File: src/rtl/eb_pkg.sv
package eb_pkg;

  // Pointer width for a ring of the given depth (at least one bit).
  function automatic int ptr_width(input int depth);
    return (depth > 1) ? $clog2(depth) : 1;
  endfunction

  // Next ring index with wrap at depth.
  function automatic int wrap_next(input int cur, input int depth);
    return (cur + 1 >= depth) ? 0 : cur + 1;
  endfunction

endpackage

File: src/rtl/eb_slot_store.sv
module eb_slot_store #(
  parameter int DATA_W = 16,
  parameter int SLOTS  = 4,
  parameter int PTR_W  = 2
) (
  input  logic              clk,
  input  logic              wr_en,
  input  logic [PTR_W-1:0]  wr_idx,
  input  logic [DATA_W-1:0] wr_data,
  input  logic [PTR_W-1:0]  rd_idx,
  output logic [DATA_W-1:0] rd_data
);

  logic [DATA_W-1:0] slot_arr [SLOTS];

  for (genvar i = 0; i < SLOTS; i++) begin : g_slot
    logic [DATA_W-1:0] slot_q;
    logic              slot_en;

    assign slot_en = wr_en && (wr_idx == PTR_W'(i));

    // Payload storage carries no reset; valid tracking lives in the occupancy unit.
    always_ff @(posedge clk) begin
      if (slot_en) begin
        slot_q <= wr_data;
      end
    end

    assign slot_arr[i] = slot_q;
  end

  always_comb begin
    rd_data = '0;
    for (int i = 0; i < SLOTS; i++) begin
      if (rd_idx == PTR_W'(i)) begin
        rd_data = slot_arr[i];
      end
    end
  end

endmodule

File: src/rtl/eb_occupancy.sv
module eb_occupancy #(
  parameter int SLOTS = 4,
  parameter int PTR_W = 2
) (
  input  logic             clk,
  input  logic             rst_n,
  input  logic             push,
  input  logic             pop,
  output logic [PTR_W-1:0] wr_ptr,
  output logic [PTR_W-1:0] rd_ptr,
  output logic             empty,
  output logic             full
);

  localparam int               CNT_W   = $clog2(SLOTS + 1);
  localparam logic [CNT_W-1:0] CNT_MAX = CNT_W'(SLOTS);

  logic [PTR_W-1:0] wr_q, wr_d;
  logic [PTR_W-1:0] rd_q, rd_d;
  logic [CNT_W-1:0] cnt_q, cnt_d;
  logic             empty_q, empty_d;
  logic             full_q, full_d;
  logic             upd_en;

  assign upd_en = push || pop;

  always_comb begin
    wr_d  = wr_q;
    rd_d  = rd_q;
    cnt_d = cnt_q;
    if (push) begin
      wr_d = PTR_W'(eb_pkg::wrap_next(int'(wr_q), SLOTS));
    end
    if (pop) begin
      rd_d = PTR_W'(eb_pkg::wrap_next(int'(rd_q), SLOTS));
    end
    case ({push, pop})
      2'b10:   cnt_d = cnt_q + CNT_W'(1);
      2'b01:   cnt_d = cnt_q - CNT_W'(1);
      default: cnt_d = cnt_q;
    endcase
    empty_d = (cnt_d == '0);
    full_d  = (cnt_d == CNT_MAX);
  end

  always_ff @(posedge clk or negedge rst_n) begin
    if (!rst_n) begin
      wr_q    <= '0;
      rd_q    <= '0;
      cnt_q   <= '0;
      empty_q <= 1'b1;
      full_q  <= 1'b0;
    end else if (upd_en) begin
      wr_q    <= wr_d;
      rd_q    <= rd_d;
      cnt_q   <= cnt_d;
      empty_q <= empty_d;
      full_q  <= full_d;
    end
  end

  assign wr_ptr = wr_q;
  assign rd_ptr = rd_q;
  assign empty  = empty_q;
  assign full   = full_q;

  AST_NO_OVERFLOW: assert property (@(posedge clk) disable iff (!rst_n)
    (push && !pop) |-> (cnt_q < CNT_MAX));
  AST_NO_UNDERFLOW: assert property (@(posedge clk) disable iff (!rst_n)
    pop |-> (cnt_q != '0));

endmodule

File: src/rtl/elastic_buf.sv
module elastic_buf #(
  parameter int DATA_W      = 16,
  parameter int SLOTS       = 4,
  parameter bit TRANSPARENT = 1'b0
) (
  input  logic              clk,
  input  logic              rst_n,
  input  logic              in_valid,
  output logic              in_ready,
  input  logic [DATA_W-1:0] in_data,
  output logic              out_valid,
  input  logic              out_ready,
  output logic [DATA_W-1:0] out_data
);

  localparam int PTR_W = eb_pkg::ptr_width(SLOTS);

  logic [PTR_W-1:0]  wr_ptr, rd_ptr;
  logic              empty, full;
  logic              push, pop;
  logic [DATA_W-1:0] rd_data;

  eb_occupancy #(
    .SLOTS (SLOTS),
    .PTR_W (PTR_W)
  ) u_occ (
    .clk    (clk),
    .rst_n  (rst_n),
    .push   (push),
    .pop    (pop),
    .wr_ptr (wr_ptr),
    .rd_ptr (rd_ptr),
    .empty  (empty),
    .full   (full)
  );

  eb_slot_store #(
    .DATA_W (DATA_W),
    .SLOTS  (SLOTS),
    .PTR_W  (PTR_W)
  ) u_store (
    .clk     (clk),
    .wr_en   (push),
    .wr_idx  (wr_ptr),
    .wr_data (in_data),
    .rd_idx  (rd_ptr),
    .rd_data (rd_data)
  );

  if (TRANSPARENT) begin : g_pass
    logic bypass;

    // Empty and drained: the token flows around the slots.
    assign bypass    = empty && out_ready;
    assign out_valid = !empty || in_valid;
    assign out_data  = empty ? in_data : rd_data;
    assign in_ready  = !full;
    assign push      = in_valid && !full && !bypass;
    assign pop       = !empty && out_ready;

    AST_PASS_SAME_CYCLE: assert property (@(posedge clk) disable iff (!rst_n)
      in_valid |-> out_valid);
    AST_READY_FROM_FLOP: assert property (@(posedge clk) disable iff (!rst_n)
      (!in_ready && out_ready) |=> in_ready);
  end else begin : g_reg
    assign out_valid = !empty;
    assign out_data  = rd_data;
    assign in_ready  = !full || out_ready;
    assign push      = in_valid && in_ready;
    assign pop       = !empty && out_ready;

    AST_ONE_CYCLE_LATENCY: assert property (@(posedge clk) disable iff (!rst_n)
      (in_valid && in_ready && !out_valid) |=> out_valid);
  end

  AST_STALL_HOLDS: assert property (@(posedge clk) disable iff (!rst_n)
    (out_valid && !out_ready) |=> (out_valid && $stable(out_data)));

endmodule

File: config.mk
export PLATFORM = sky130hd
export DESIGN_NAME = elastic_buf
export DESIGN_NICKNAME = d
export VERILOG_FILES = /design/src/rtl/eb_pkg.sv /design/src/rtl/eb_slot_store.sv /design/src/rtl/eb_occupancy.sv /design/src/rtl/elastic_buf.sv
export SDC_FILE = /design/constraint.sdc
export NUM_CORES = 1
export LEC_CHECK = 0
export BUFFER_PORTS_ARGS = -buffer_cell sky130_fd_sc_hd__buf_2
export CORE_ASPECT_RATIO = 2
export CORE_MARGIN = 4
export CORE_UTILIZATION = 25
export CTS_BUF_LIST = sky130_fd_sc_hd__clkbuf_16
export CTS_CLUSTER_SIZE = 8
export DETAILED_ROUTE_END_ITERATION = 7
export PLACE_DENSITY = 0.45
export RECOVER_POWER = 50
export SYNTH_ARGS = -nofsm -noshare
export SYNTH_HDL_FRONTEND = slang
export SYNTH_HIERARCHICAL = 1
export SYNTH_SLANG_ARGS = --single-unit
File: constraint.sdc
create_clock -name clk -period 6.5 [get_ports clk]
set_input_delay 1.3 -clock clk [delete_from_list [all_inputs] [get_ports clk]]
set_output_delay 1.3 -clock clk [all_outputs]
set_load 0.02 [all_outputs]
* Word level (Yosys, flattened, before mapping) *
Cells that the tools add are included.

cells by class
  add/subtract/negate cells = 4
  magnitude comparators = 2
  eq/ne operators = 9
  muxes and demuxes = 7
  reduce and logical (&&, ||, !) cells = 15

operator list
  operator             number
  $mux 16              4
  $eq 2x2->1 const B   5
  $add 2x1->3 const B  2
  $eq 2x1->1 const B   3
  $ge 3x3->1 const B   2
  $logic_and 1x1->1    6
  $pmux 3 s2           1
  $logic_not 2->1      2
  $mux 2               2
  $reduce_and 2->1     2
  $add 3x1->3 const B  1
  $eq 3x3->1 const B   1
  $logic_not 3->1      1
  $sub 3x1->3 const B  1
  $logic_not 1->1      2
  $logic_or 1x1->1     2

storage, ports and cells
  register bits after elaboration = 73
  output and inout port bits = 18

* Logic depth before layout (Yosys ltp) *
Gate-level depths: netlist of the first run.

  word-level depth = 6
  depth in mapped cells = 8
  mapped depth without buffers = 8

* Modules after synthesis *
The synthesis of the first run kept the hierarchy.

by module, submodules not included
  module         times used  cells each  area each (µm²)  seq. area each (µm²)
  eb_slot_store  1           88          2,377.3          1,921.8
  eb_occupancy   1           40          494.2            226.5
  elastic_buf    1           4           32.5             0.0

* Least setup slack after synthesis of the first run *
OpenSTA, ideal clock, no wires.

  path type = input -> register
  start = input out_ready
  end = register u_store.g_slot[0].slot_q[0] (enable)
  library setup time = 413 ps
  data arrival time = 2,844 ps
  required time = 6,087 ps
  slack = 3,243 ps
  cell stages on the path = 3
  buffers on the path = 0
  cells stage by stage = nand2b_4 and2_4 nor3b_1

on the way
  longest elaborated chain between the ends = 3

ends and longest elaborated chain
  what                           RTL line             RTL
  from (decl)                    elastic_buf.sv:12    input logic out_ready,
  $logic_or 1x1->1               elastic_buf.sv:68    assign in_ready = !full || out_ready;
  $logic_and 1x1->1              elastic_buf.sv:69    assign push = in_valid && in_ready;
  via push                       elastic_buf.sv:20    logic push, pop;
  $logic_and 1x1->1              eb_slot_store.sv:20  assign slot_en = wr_en && (wr_idx == PTR_W'(i));
  via u_store.g_slot[0].slot_en  eb_slot_store.sv:18  logic slot_en;
  to (signal assigned)           eb_slot_store.sv:25  slot_q <= wr_data;
  to (decl)                      eb_slot_store.sv:17  logic [DATA_W-1:0] slot_q;

The timed path passes the listed nets, and every way through them passes these cells.
A chain may end at the register's enable or synchronous reset.

* Final worst setup path of the first run *
  start = register u_occ.rd_q[0] (netlist: u_occ/rd_ptr[0])
  end = output out_data[0]

on the way
  longest elaborated chain between the ends = 5
  elaborated cells between the ends (all ways) = 8

ends and longest elaborated chain
  what                    RTL line             RTL
  from (decl)             eb_occupancy.sv:19   logic [PTR_W-1:0] rd_q, rd_d;
  from (signal assigned)  eb_occupancy.sv:55   rd_q <= rd_d;
  $logic_not 2->1         eb_slot_store.sv:35  if (rd_idx == PTR_W'(i)) begin
  $mux 16 (3 in series)   eb_slot_store.sv:35
  $mux 16 *               eb_slot_store.sv:35
  to (decl)               elastic_buf.sv:13    output logic [DATA_W-1:0] out_data

Every way passes the cells marked *; elsewhere a longest branch is shown, timed or not.

==> results by group, run 1 <==
Outcome
  – Status: finished, final reports clean

Timing
  – Final setup violating endpoints: 0
  – Unrepaired setup endpoints after global routing: false
  – Worst setup margin: 2.96 ns
  – Rel. slew slack: 28.3%
  – Max Fclk: 283 MHz
  – Layout Skew: 0.00586 ns
  – Worst Tran Pin Value: 1.07 ns
  – Post-route minimum period: 3.54 ns
  – Fin Setup TNS: 0 ns
  – Fin. Hold Viols: 0
  – Max-slew violations: 0
  – Fin crit share: 54.4%

Synthesis
  – Yosys top cell area share: 66.2%
  – Post-synthesis sequential area ratio: 74.0%
  – Post-synth EDFFs: 64
  – Commonest cells post-synth: edfxtp_1, mux4_2, dfrtp_1
  – Ys Warns: 6
  – Most instantiated library cell after synthesis: edfxtp_1
  – FFs w/ async S/R, synth: 12.3%
  – Mean Syn Cell Area: 22.0 sq um
  – Largest cells by area after synthesis: edfxtp_1, mux4_2, dfrtp_1, mux4_1, mux2_2
  – Top FF cell, synth: edfxtp_1
  – Synth unique cells: 31
  – Syn Inst Count: 132
  – Post-Syn Area: 2900 sq um
  – Synth area leader: edfxtp_1
  – Mapped Nets: 157
  – #FFs+latches synth: 73

Power
  – Switch share: 30.1%
  – Seq pwr share: 41.2%
  – Leak Pwr: 1.23 nW
  – Switching power: 0.000526 W
  – IR drop worst, VDD: 0.188 mV
  – PwrDens: 494 nW/um^2
  – Combinational share of power: 27.0%
  – Clock network fraction of total power: 31.8%
  – Cell Int Power: 0.00122 W

Detailed routing
  – Routed met3 length: 262 microns
  – DR WL met2: 2980 microns
  – Vias per cell: 4.27
  – Residual DRC count: 0
  – DR pass1 iterations: 4
  – Final wirelength: 5300 microns
  – WL per Instance: 16.4 microns
  – DR vias: 1382
  – WL met1: 1990 microns
  – ANT nets after route: 0
  – DR top layer: met4
  – Detailed Route Iter0 Violations: 55

Worst setup path
  – R2R Path End: u_occ/full
  – Crit-path max FO: 19
  – CP required: 5.20 ns
  – FF-to-FF setup slack: 4.08 ns
  – Crit path kind: register to output pin
  – Crit. End Element: output pin
  – CP arrival: 2.24 ns
  – CP Launch Type: register
  – Reg2reg path depth: 8
  – Launch point of the worst reg-to-reg path: u_occ/full

Finish
  – Final Cell Area: 3540 sq um
  – Fin cells: 324
  – Share of cells above drive strength 1: 29.1%
  – Fillers: 1115
  – Area growth syn-to-layout: 22.0%
  – ANT cells: 0
  – Final net count: 202

GRT
  – Global-route wire length before repair: 8440 microns
  – Largest net degree at the start of global routing: 20
  – Vias in the first global route: 1553
  – Initial antenna violation count: 0
  – Total global-route track usage: 8.48%
  – Total congestion overflow: 0

Floorplan
  – Core region area: 11400 sq um
  – Die ar.: 13500 sq um
  – Rows: 55
  – # IOs: 38
  – Die Wd: 84.2 microns
  – Die Y: 160 microns
  – Initial Util: 25.6%

Place
  – Hpwl dp: 3550 microns
  – Buffers added on ports: 37
  – Placer Congestion: 0.670
  – Place WS: 3.18 ns
  – Placed cell area: 3240 sq um
  – Placed insts: 308

Clock tree
  – Worst-Skew Late Latency: 0.32 ns
  – CTS tree: done
  – Quantity of hold-fixing buffers added after cts: 0
  – CTS Buffer Depth: 2
  – CTS Buf Count: 9
  – Setup Fix Bufs, Post-CTS: 0
  – CTS clock-pin slew for the worst setup and hold paths: 0.06 ns
  – Root Buffer: clkbuf_16
  – CTS sink count: 73
  – CTS resizes: 0
  – H-tree depth: 3

Worst hold path
  – Min-delay src: u_occ/empty
  – Hold Crit Depth: 2
  – Hold EP: u_occ/empty
  – Min-delay worst type: register to register

Run
  – Max Cap Viol: 0
[layer usage]
layer | GRT usage, % | up-vias
met4 | 3.66 | 0
met1 | 8.78 | 702
met2 | 15.2 | 40
li1 | - | 633
met3 | 2.98 | 7
met5 | 0 | -
[through the flow]
stage               total power (W)  hold slack (ns)  util, %
global placement            0.00123            0.498     28.5
floorplan                   0.00108            0.474        -
CTS                         0.00180            0.518     31.5
detailed placement          0.00123            0.497     28.5
global route                0.00185            0.546     31.2
finish                      0.00175            0.513     31.2
[state kept, by name, summed over array words and instances (netlist names)]
| register | cells |
|---|---|
| u_store/g_slot.slot_q | 64 |
| u_occ/cnt_q | 3 |
| u_occ/rd_ptr | 2 |
| u_occ/wr_ptr | 2 |
| u_occ/empty | 1 |
| u_occ/full | 1 |
[cell usage in the layout, fill, tap and decap left out, drive strengths merged]
cell / count
dfstp: 1
nor2: 4
a221o: 1
dfrtp: 8
and2b: 1
clkinvlp: 1
or2: 1
and2: 1
and4b: 1
o21ai: 1
and3: 1
clkinv: 1
a21boi: 1
xor2: 2
nand2b: 1
nor3b: 1
bufinv: 3
edfxtp: 64
o2bb2ai: 1
fa: 1
buf: 20
nor4bb: 1
nor2b: 2
nand2: 2
mux4: 16
inv: 5
ha: 4
mux2: 5
xnor2: 1
clkbuf: 27
nor4: 1
and3b: 2
[worst max path at each step]
| stage | startpoint | endpoint | slack, ns | cells past startpoint |
|---|---|---|---|---|
| finish | u_occ/rd_ptr[0] | out_data[0] | 2.96 | 2 |
| global route | u_occ/rd_ptr[0] | out_data[1] | 2.75 | 2 |
| CTS | u_occ/rd_ptr[0] | out_data[0] | 2.82 | 2 |
| detailed placement | u_occ/rd_ptr[0] | out_data[0] | 3.18 | 2 |
| global placement | u_occ/rd_ptr[0] | out_data[1] | 3.18 | 2 |
| floorplan | out_ready | u_store/g_slot[0].slot_q[0] | 3.24 | 3 |
[kinds of logic (layout without fill, tap and decap cells)]
logic type | count (synthesis) | in the layout | share of synthesized area [%]
DFF | 73 | 73 | 74.0
muxes | 21 | 21 | 15.1
and+or+nand+nor | 19 | 19 | 4.70
buffers and inverters | 7 | 57 | 1.81
adders and majority gates | 5 | 5 | 2.41
AOI/OAI and AO/OA | 4 | 4 | 1.08
xor gates and xnor gates | 3 | 3 | 0.905
[area by class of cell]
cell class              instances  area (sq um)  share of cell area [%]
flip-flops and latches         73          2150                    60.6
multi-input cells              52           693                    19.6
clock buffers                   9           225                    6.36
well taps                     142           178                    5.02
repair buffers                 38           168                    4.73
clock inverters                 7           119                    3.36
inverters                       3          11.3                   0.318
[power by group through the flow]
stage	registers [W]	clock network [W]	logic (W)
3_3_place_gp	0.000740	0	0.000492
3_5_place_dp	0.000742	0	0.000492
5_1_grt	0.000742	0.000598	0.000513
4_1_cts	0.000732	0.000573	0.000495
2_1_floorplan	0.000671	0	0.000406
6_report	0.000721	0.000556	0.000472
[worst max-delay path: stages (launching register included)]
cell and delay (ns):
dfrtp_1 1.05, mux4_1 0.68, buf_2 0.18
Power figures use the tool's default switching activity.
==> inputs of run 2 (changes only) <==
--- a/config.mk
+++ b/config.mk
@@ -12,7 +12,7 @@
 export CTS_BUF_LIST = sky130_fd_sc_hd__clkbuf_16
 export CTS_CLUSTER_SIZE = 8
 export DETAILED_ROUTE_END_ITERATION = 7
-export PLACE_DENSITY = 0.45
+export PLACE_DENSITY = 0.46
 export RECOVER_POWER = 50
 export SYNTH_ARGS = -nofsm -noshare
 export SYNTH_HDL_FRONTEND = slang
==> constraint.sdc (replaced) <==
create_clock -name clk -period 3.16 [get_ports clk]
set_input_delay 0.632 -clock clk [delete_from_list [all_inputs] [get_ports clk]]
set_output_delay 0.632 -clock clk [all_outputs]
set_load 0.02 [all_outputs]
==> run 2 against run 1 <==
Net effect: design area up 1.3%; sequential power up 91%; critical path depth up 1.
==> results by group, run 2 (same netlist as run 1, synthesis figures left out) <==
Detailed routing
  – DR vias: 1410 (+2.0%)
  – ANT nets after route: 0 (unchanged)
  – Final wirelength: 5320 microns (+0.21%)
  – Vias per cell: 4.29 (+0.48%)
  – DR pass1 iterations: 4 (unchanged)
  – Detailed Route Iter0 Violations: 44 (-20%)
  – Residual DRC count: 0 (unchanged)
  – WL per Instance: 16.2 microns (-1.3%)

Timing
  – Layout Skew: 0.00446 ns (-0.00139 ns)
  – Fin. Hold Viols: 0 (unchanged)
  – Worst Tran Pin Value: 1.08 ns (+0.00677 ns)
  – Final setup violating endpoints: 0 (unchanged)
  – Rel. slew slack: 27.9% (-0.45 points)
  – Fin Setup TNS: 0 ns (unchanged)
  – Max Fclk: 403 MHz
  – Unrepaired setup endpoints after global routing: false
  – Max-slew violations: 0 (unchanged)
  – Fin crit share: 78.6%
  – Post-route minimum period: 2.48 ns

GRT
  – Vias in the first global route: 1544 (-0.58%)
  – Global-route wire length before repair: 8270 microns (-2.0%)
  – Largest net degree at the start of global routing: 19 (-5.0%)
  – Met1 Track Usage GR: 8.19% (-0.59 points)
  – Total global-route track usage: 8.45% (-0.029 points)
  – Grt peak-use layer: met2
  – Routing usage on met2: 15.8% (+0.61 points)
  – Grt met3 use: 2.52% (-0.46 points)
  – Initial antenna violation count: 0 (unchanged)
  – Total congestion overflow: 0 (unchanged)

Run
  – Max Cap Viol: 0 (unchanged)

Finish
  – Fillers: 1116 (+0.090%)
  – ANT cells: 0 (unchanged)
  – Final net count: 207 (+2.5%)
  – Biggest regs: u_store/g_slot.slot_q x64, u_occ/cnt_q x3
  – Most common cell after layout, fill and taps aside: edfxtp_1
  – Area growth syn-to-layout: 23.5%
  – Share of cells above drive strength 1: 32.1% (+3.0 points)
  – Largest register by flop count: u_store/g_slot.slot_q
  – Most frequent cells in the layout: edfxtp_1, buf_2, clkbuf_1
  – Fin cells: 329 (+1.5%)
  – Max reg flops: 64 (unchanged)

Clock tree
  – Setup Fix Bufs, Post-CTS: 0 (unchanged)
  – Root Buffer: clkbuf_16
  – CTS Buf Count: 9 (unchanged)
  – CTS Buffer Depth: 2 (unchanged)
  – Worst-Skew Late Latency: 0.32 ns (about the same)
  – CTS tree: done
  – CTS sink count: 73 (unchanged)
  – H-tree depth: 3 (unchanged)
  – Quantity of hold-fixing buffers added after cts: 0 (unchanged)
  – CTS resizes: 0 (unchanged)
  – CTS clock-pin slew for the worst setup and hold paths: 0.06 ns (about the same)

Worst setup path
  – Crit path kind: register to output pin
  – CP Launch Type: register
  – CP arrival: 1.85 ns (-0.39 ns)
  – FF-to-FF setup slack: 0.82 ns (-3.26 ns)
  – CP required: 2.53 ns (-2.67 ns)
  – Crit. End Element: output pin
  – Crit-path max FO: 16 (-3)
  – Reg2reg path depth: 8 (unchanged)
  – Launch point of the worst reg-to-reg path: u_occ/full
  – R2R Path End: u_occ/full

Floorplan
  – Rows: 55 (unchanged)
  – Die ar.: 13500 sq um (unchanged)
  – Initial Util: 25.6% (unchanged)
  – Die Y: 160 microns (unchanged)
  – Core region area: 11400 sq um (unchanged)
  – # IOs: 38 (unchanged)
  – Die Wd: 84.2 microns (unchanged)

Place
  – Hpwl dp: 3500 microns (-1.6%)
  – Placer Congestion: 0.686 (+2.3%)
  – Placed insts: 313 (+1.6%)
  – Buffers added on ports: 37 (unchanged)

Power
  – Leak Pwr: 1.26 nW (+2.3%)
  – Power after layout: 0.00364 W (+110%)
  – PwrDens: 1010 nW/um^2 (+110%)
  – IR drop worst, VDD: 0.347 mV (+84%)

Worst hold path
  – Min-delay worst type: input port to asynchronous set/reset pin

Outcome
  – Status: finished, final reports clean
-- run 2: cell types whose count changed in the layout (fill, tap and decap cells not counted), sizes merged --
cell,delta
buf,+5
-- run 2: how the worst max path moves through the flow --
stage	endpoint	cells after the start	slack, ns	start
after floorplan	u_store/g_slot[0].slot_q[0]	3	0.57	out_ready
after global placement	u_occ/full	9	0.63	out_ready
after detailed placement	u_occ/full	9	0.57	out_ready
after CTS	out_data[2]	3	0.62	u_occ/rd_ptr[0]
after global routing	out_data[2]	3	0.58	u_occ/rd_ptr[0]
final	out_data[2]	3	0.68	u_occ/rd_ptr[0]
-- run 2: through the flow --
step | hold WS, ns | instance area, sq um | utilization [%] | setup slack [ns]
2_1_floorplan | 0.336 | 2900 | - | 0.571
3_3_place_gp | 0.498 | 3280 | 28.8 | 0.630
3_5_place_dp | 0.503 | 3280 | 28.8 | 0.570
4_1_cts | 0.151 | 3620 | 31.9 | 0.616
5_1_grt | 0.301 | 3590 | 31.6 | 0.585
6_report | 0.260 | 3590 | 31.6 | 0.677
-- run 2: routing by layer --
layer	part of all wire, %	up-vias
met1	37	723
li1	-	642
met3	4.4	8
met2	57	37
met5	0	-
met4	1.6	0
-- run 2: critical path: stages (launching register included) --
cell and delay (ns):
dfrtp_1 0.38, buf_4 0.34, mux4_1 0.62, buf_2 0.18
-- run 2: where the power goes --
group / switching, W / internal [W] / leakage (nW) / total (W)
Combinational: 0.000632 / 0.000480 / 0.398 / 0.00111
Clock: 0.000374 / 0.000771 / 0.167 / 0.00115
Sequential: 0.0000880 / 0.00129 / 0.693 / 0.00138
-- run 2: layout make-up --
cell class / count / area [sq um] / area share (%)
well taps: 142 / 178 / 4.95
repair buffers: 43 / 205 / 5.72
inverters: 3 / 11.3 / 0.314
clock buffers: 9 / 225 / 6.28
flip-flops and latches: 73 / 2150 / 59.9
multi-input cells: 52 / 701 / 19.5
clock inverters: 7 / 119 / 3.31
